<file path="config.mk">
export PLATFORM = sky130hd
export DESIGN_NAME = vidctl_filter
export DESIGN_NICKNAME = d
export VERILOG_FILES = /design/src/rtl/vidctl_filter_pkg.sv /design/src/rtl/vidctl_filter_ctrl.sv /design/src/rtl/vidctl_filter_lane.sv /design/src/rtl/vidctl_filter.sv
export SDC_FILE = /design/constraint.sdc
export NUM_CORES = 1
export LEC_CHECK = 0
export ABC_AREA = 1
export CORE_UTILIZATION = 35
export DETAILED_ROUTE_END_ITERATION = 8
export PLACE_DENSITY = 0.62
export REMOVE_ABC_BUFFERS = 1
export SYNTH_ARGS = -nofsm -noshare
export SYNTH_HDL_FRONTEND = slang
export SYNTH_SLANG_ARGS = --single-unit
</file>
<file path="constraint.sdc">
create_clock -name clk -period 4.5 [get_ports clk]
set_clock_uncertainty 0.05 [all_clocks]
set_input_delay 1.125 -clock clk [delete_from_list [all_inputs] [get_ports clk]]
set_output_delay 1.125 -clock clk [all_outputs]
set_load 0.005 [all_outputs]
</file>
<file path="src/rtl/vidctl_filter_pkg.sv">
package vidctl_filter_pkg;

  localparam logic [1:0] MODE_RAW   = 2'b00;
  localparam logic [1:0] MODE_WIDTH = 2'b01;

  typedef struct packed {
    logic clearHist;
    logic bypass;
    logic widthOn;
  } filtStrobe_t;

endpackage

</file>
<file path="src/rtl/vidctl_filter_ctrl.sv">
module vidctl_filter_ctrl
  import vidctl_filter_pkg::*;
(
  input  logic        clk,
  input  logic [1:0]  cfgMode,
  output filtStrobe_t strobe
);

  logic [1:0] cfgPrev;

  always_ff @(posedge clk) begin
    cfgPrev <= cfgMode;
  end

  always_comb begin
    strobe.clearHist = (cfgMode != cfgPrev);
    strobe.bypass    = cfgMode[1];
    strobe.widthOn   = (cfgMode == MODE_WIDTH);
  end

endmodule

</file>
<file path="src/rtl/vidctl_filter_lane.sv">
module vidctl_filter_lane
  import vidctl_filter_pkg::*;
#(
  parameter int WINDOW  = 130,
  parameter int BUDGET  = 2,
  parameter int MIN_ON  = 3,
  parameter int MIN_OFF = 1
)
(
  input  logic        clk,
  input  logic        rst,
  input  filtStrobe_t strobe,
  input  logic        din,
  output logic        dout,
  output logic        drop
);

  localparam int MAXMIN = (MIN_ON > MIN_OFF) ? MIN_ON : MIN_OFF;
  localparam int RW     = $clog2(MAXMIN + 1);
  localparam int RW1    = RW + 1;
  localparam int AW     = $clog2(WINDOW + 1);

  logic [RW-1:0] runLen;
  logic [AW-1:0] age [BUDGET];
  logic [RW:0]   runPlus;
  logic [RW:0]   minW;
  logic          differ;
  logic          candidate;
  logic          allowed;

  function automatic logic [AW-1:0] ageStep(input logic [AW-1:0] a);
    return (a >= AW'(WINDOW)) ? AW'(WINDOW) : a + 1'b1;
  endfunction

  always_comb begin
    runPlus   = {1'b0, runLen} + 1'b1;
    minW      = strobe.widthOn ? RW1'(MIN_ON) : RW1'(MIN_OFF);
    differ    = (din != dout);
    candidate = differ && (runPlus >= minW);
    allowed   = (age[BUDGET-1] >= AW'(WINDOW));
  end

  always_ff @(posedge clk) begin
    if (rst) begin
      dout   <= 1'b0;
      drop   <= 1'b0;
      runLen <= '0;
      for (int j = 0; j < BUDGET; j++) age[j] <= AW'(WINDOW);
    end else begin
      drop <= 1'b0;
      if (strobe.clearHist) begin
        runLen <= '0;
        for (int j = 0; j < BUDGET; j++) age[j] <= AW'(WINDOW);
      end else if (strobe.bypass) begin
        dout   <= din;
        runLen <= '0;
        for (int j = 0; j < BUDGET; j++) age[j] <= ageStep(age[j]);
      end else if (!differ) begin
        runLen <= '0;
        for (int j = 0; j < BUDGET; j++) age[j] <= ageStep(age[j]);
      end else if (!candidate) begin
        runLen <= runPlus[RW-1:0];
        for (int j = 0; j < BUDGET; j++) age[j] <= ageStep(age[j]);
      end else begin
        runLen <= '0;
        if (allowed) begin
          dout   <= din;
          age[0] <= AW'(1);
          for (int j = BUDGET - 1; j > 0; j--) age[j] <= ageStep(age[j-1]);
        end else begin
          drop <= 1'b1;
          for (int j = 0; j < BUDGET; j++) age[j] <= ageStep(age[j]);
        end
      end
    end
  end

endmodule

</file>
<file path="src/rtl/vidctl_filter.sv">
module vidctl_filter
  import vidctl_filter_pkg::*;
#(
  parameter int NUM_CTRL    = 3,
  parameter int WINDOW      = 130,
  parameter int FAST_BUDGET = 2,
  parameter int SLOW_BUDGET = 1,
  parameter int FAST_MIN    = 3,
  parameter int SLOW_MIN    = 130
)
(
  input  logic                clk,
  input  logic                rst,
  input  logic [1:0]          cfgMode,
  input  logic [NUM_CTRL-1:0] ctrlIn,
  output logic [NUM_CTRL-1:0] ctrlOut,
  output logic [NUM_CTRL-1:0] dropFlag
);

  localparam int SLOW_LANE = NUM_CTRL - 1;

  filtStrobe_t strobe;

  vidctl_filter_ctrl u_ctrl (
    .clk     (clk),
    .cfgMode (cfgMode),
    .strobe  (strobe)
  );

  for (genvar g = 0; g < NUM_CTRL; g++) begin : g_lane
    if (g < SLOW_LANE) begin : g_fast
      vidctl_filter_lane #(
        .WINDOW (WINDOW), .BUDGET (FAST_BUDGET),
        .MIN_ON (FAST_MIN), .MIN_OFF (1)
      ) u_lane (
        .clk (clk), .rst (rst), .strobe (strobe),
        .din (ctrlIn[g]), .dout (ctrlOut[g]), .drop (dropFlag[g])
      );
    end else begin : g_slow
      vidctl_filter_lane #(
        .WINDOW (WINDOW), .BUDGET (SLOW_BUDGET),
        .MIN_ON (SLOW_MIN), .MIN_OFF (SLOW_MIN)
      ) u_lane (
        .clk (clk), .rst (rst), .strobe (strobe),
        .din (ctrlIn[g]), .dout (ctrlOut[g]), .drop (dropFlag[g])
      );
    end
  end

endmodule

</file>
Yosys cells after proc, flatten, opt, wreduce, memory -nomap -nowiden:

Memories as Yosys holds them, arrays and structs flattened.
Index checks and enable logic that the tools add are counted.

* register bits: 20
* bits in latches: 0
* memory bits (writable): 40
* memory bits (read-only): 0
* input bits: 7
* output and inout bits: 6
* logic and storage cells: 224
* memories kept: 3

* $add $sub $neg: 8
* multiply operators: 0
* div/mod/pow operators: 0
* order comparisons: 8
* equality and inequality tests: 5
* shifts and indexed selects: 0
* multiplexer cells: 138
* bitwise gates (word level): 28
* reductions and logical operators: 24

Memory list
* g_lane[0].g_fast.u_lane.age: depth 2, bits a word 8, rd ports 2, clocked after memory_dff 0, wr ports 2, line vidctl_filter_lane.sv:24 `logic [AW-1:0] age [BUDGET];`
* g_lane[1].g_fast.u_lane.age: depth 2, bits a word 8, rd ports 2, clocked after memory_dff 0, wr ports 2, line vidctl_filter_lane.sv:24
* g_lane[2].g_slow.u_lane.age: depth 1, bits a word 8, rd ports 1, clocked after memory_dff 0, wr ports 1, line vidctl_filter_lane.sv:24

Operator list (count)
* 8-bit 2-to-1 mux: 35
* 1-bit 2-to-1 mux: 102
* 8-bit OR reduction: 6
* 8-bit by 1-bit adder with 8-bit output (second input constant): 5
* 8-bit >= comparator (second input constant): 5
* 1-bit bitwise OR: 24
* 2-bit nonzero test: 9
* 5-bit OR reduction: 3
* 4-bit AND reduction: 3
* 8-bit by 1-bit adder with 9-bit output (second input constant): 1
* 9-bit by 8-bit >= comparator with 1-bit output (second input constant): 1
* 2-bit by 1-bit adder with 3-bit output (second input constant): 2
* 1-bit inverter: 4
* 3-bit by 2-bit >= comparator with 1-bit output: 1
* 3-bit >= comparator: 1
* 1-bit logical AND: 3
* 1-bit != test: 3
* 2-bit by 1-bit equality test with 1-bit output (second input constant): 1
* 2-bit 2-to-1 mux: 1
* 2-bit != test: 1

Logic depth before layout (Yosys ltp):

* depth after elaboration: 13
* gate-level depth with buffers: 14

Modules after synthesis:

A second synthesis with hierarchy kept.

* cell total of the unflattened synthesis: 451
* area, all modules: 3698.5 um^2

By module, submodules not included
* vidctl_filter_lane (g_lane[0].g_fast.u_lane ...): instances 2, cells an instance 150, area each 1280.0 um^2
* vidctl_filter_lane (g_lane[2].g_slow.u_lane): instances 1, cells an instance 139, area each 1052.3 um^2
* vidctl_filter_ctrl: instances 1, cells an instance 12, area each 86.3 um^2

Worst setup path after synthesis:

Ideal clock, no wire load.

* path kind: input port to flip-flop
* from: in cfgMode[1]
* to: mem g_lane[1].g_fast.u_lane.age[0][9] (netlist name) (data pin)
* setup time: 264 ps
* arrival time: 2874 ps
* required time: 4186 ps
* slack: 1312 ps
* stages: 12
* path through: inv_1 nand2_1 fa_1 inv_1 o31ai_1 inv_1 nor2_1 nand2_4 nor2_8 inv_2 o2bb2ai_1 nand2_1

RTL lines
* start, declared: line vidctl_filter.sv:14 `input logic [1:0] cfgMode,`
* end, declared: line vidctl_filter_lane.sv:24

==> impl_metrics.toml <==
[power]
pwr-share-seq = 0.543
pwr-share-clk = 0.378
power_density_nw_per_um2 = 264.3
power_switching_w = 0.0002844
peakVddDrop_v = 0.0001561
p_int_w = 0.0008441
p_leak_nw = 1.729
swShare = 0.2520
pwr-share-comb = 0.079

[global_route]
grt_pass1_wl_um = 12770
groute.usage.overall = 0.1449
grt_pass1_vias = 2836
grt_start_max_net_pins = 14
gr-total-overflow = 0
antenna_found_initial = 0

[critical_path]
worstPathMaxFanout = 8
cp.arrival_ns = 3.49
endpoint_kind = "flip-flop"
worstPathRequired_ns = 4.53
critPathLaunchType = "input port"
critPathKind = "in -> reg"

[timing]
rsz0062_at_grt = "no"
finalCriticalPeriod_ns = 3.464
worst_pin_slew_ns = 0.6761
whs_ns = 0.4346
clock.fmax_mhz = 288.7
setup_violations = 0
drv_slew = 0
hold_viol = 0
period_share = 0.7699
relSlewSlack = 0.5445
tns_ns = 0

[logic_synthesis]
synth-edff-count = 40
yosys_register_bits = 60
ys_top_cells_by_area = "edfxtp_1 (32%), dfxtp_1 (11%), inv_1 (6.8%), nand2_1 (6.5%), nor2_1 (6.2%)"
yosys.area.top_type = "edfxtp_1"
synth_area_per_cell_um2 = 8.175
async_flop_share = 0
yosysSeqAreaShare = 0.4305
ys_types = 42
ys_warn_count = 0
netlist_area_um2 = 3720
ys.flop_type = "edfxtp_1"
synth_top_area_frac = 0.3229
netlist_instances = 455

[cts]
cts_setup_buffers = 0
clkTransAtPathRegs_ns = 0.07
cts_tree = "done"
cts_resized = 0
hold_buffers = 0
cts_buffers = 9
clock_sinks = 60
cts_max_level = 3
clockBufferDepth = 2
clock-root-buffer = "clkbuf_8"
clk_latency_ns = 0.34

[detailed_routing]
wl_per_cell_um = 11.36
antenna_left = 0
avgViaCountPerCell = 4.593
route.detailed.drc = 0
wirelength_um = 7397
drt_pre_antenna_iters = 4
vias = 2990
drtIter0Drc = 117

[die]
rows = 37
start_util = 0.3603
die_h_um = 105.1
chipWidth_um = 105.1
die_area_um2 = 11040
pin_count = 13
coreArea_um2 = 10320

[place]
io_buffers = 12
place_congestion = 0.8057
dp_hpwl_um = 5692

[layout]
drive_gt1_frac = 0.08738
area_growth_pct = 14.80
num-nets-final = 533
antennaDiodeCount = 0

[outcome]
run_status = "complete, no violations"

[min_path]
hold_class = "reg -> reg"

[flow_run]
drv_cap = 0
-- power groups by stage --
stage	Combinational, W	Clock (W)	Sequential, W
after detailed placement	0.0000883	0	0.000625
after global routing	0.000103	0.000456	0.000615
final	0.0000893	0.000426	0.000613
after global placement	0.0000868	0	0.000624
after CTS	0.0000888	0.000439	0.000613
after floorplan	0.0000611	0	0.000622
-- worst paths after layout --
kind	slack, ns	to	startpoint	cells past startpoint
worst min register to register	0.43	g_lane[0].g_fast.u_lane.dout	g_lane[0].g_fast.u_lane.dout	2
worst min-delay path	0.43	g_lane[0].g_fast.u_lane.dout	g_lane[0].g_fast.u_lane.dout	2
worst max-delay path	1.04	g_lane[1].g_fast.u_lane.age[0][9]	cfgMode[1]	13
worst max register to register	2.21	g_lane[1].g_fast.u_lane.age[0][9]	g_lane[1].g_fast.u_lane.runLen[0]	10
-- placed cells by master, fill, tap and decap left out, drive strengths merged, types with 2 or more instances in the layout --
master,instances
nand3b,4
nor3b,2
edfxtp,40
o21ai,34
nand2,72
nor2,69
nor3,10
fa,2
nand4,17
or2,6
xnor2,4
nand3,44
dfxtp,20
clkbuf,13
xor2,2
a21oi,19
clkdlybuf4s50,12
a31oi,2
o21bai,3
ha,14
nor4,2
o31ai,2
clkinv,3
conb,40
buf,2
inv,70
-- through the flow --
stage          power [W]  instances  area (µm²)    util  setup slack, ns
2_1_floorplan  0.0006828        485        3802       -            1.313
3_3_place_gp   0.0007112        635        4108  0.3979           0.7191
3_5_place_dp   0.0007135        635        4108  0.3979           0.6795
4_1_cts         0.001141        651        4270  0.4136            1.047
5_1_grt         0.001174        651        4270  0.4136           0.7766
6_report        0.001129        651        4270  0.4136            1.036
-- logic make-up after synthesis --
| group | count (synthesis) | share of synthesized area |
|---|---|---|
| simple gates | 227 | 0.3054 |
| buf+inv | 79 | 0.08846 |
| compound gates | 66 | 0.1026 |
| flops | 60 | 0.4305 |
| fa+ha+maj | 16 | 0.05785 |
| xor+xnor | 6 | 0.01413 |
| other cells | 1 | 0.001008 |
-- metal layers --
metal,global-route usage,vias up,part of all wire
li1,-,1595,-
met1,0.1964,1345,0.51
met2,0.2318,43,0.44
met3,0.03057,7,0.038
met4,0.04225,0,0.011
met5,0,-,0
-- flip-flops by register name, indices dropped and copies added, names as in the netlist --
signal / flops
g_lane.g_fast.u_lane.dout: 2
g_lane.g_slow.u_lane.dout: 1
u_ctrl.cfgPrev: 2
g_lane.g_slow.u_lane.age: 8
g_lane.g_fast.u_lane.age: 32
g_lane.g_slow.u_lane.drop: 1
g_lane.g_fast.u_lane.drop: 2
g_lane.g_slow.u_lane.runLen: 8
g_lane.g_fast.u_lane.runLen: 4
-- critical path, stage by stage --
cell             delay (ns)
clkdlybuf4s50_1        0.43
inv_1                  0.21
nand2_1                0.14
fa_1                   0.49
inv_1                  0.04
o31ai_1                0.24
inv_1                  0.10
nor2_1                 0.21
nand2_4                0.10
nor2_8                 0.14
inv_2                  0.09
o2bb2ai_1              0.13
nand2_1                0.06
-- synth_stat cells (6+ instances only) --
master and count:
dfxtp_1 20, nand4_1 17, edfxtp_1 40, buf_4 8, nand2_1 64, inv_1 67, or2_2 6, o21ai_0 26
a21oi_1 19, nor2_1 61, ha_1 14, nand3_1 44, nor3_1 9
-- layout make-up --
type                       instances  area (µm²)
tap                              136       170.2
clock buffer                      13       148.9
multi-input combinational        355        1936
timing repair buffer              14       135.1
clock inverter                     3       13.76
sequential                        60        1602
inverter                          70       265.3
fill                            1011        6053
No activity file was read; power rests on OpenSTA's default activity.
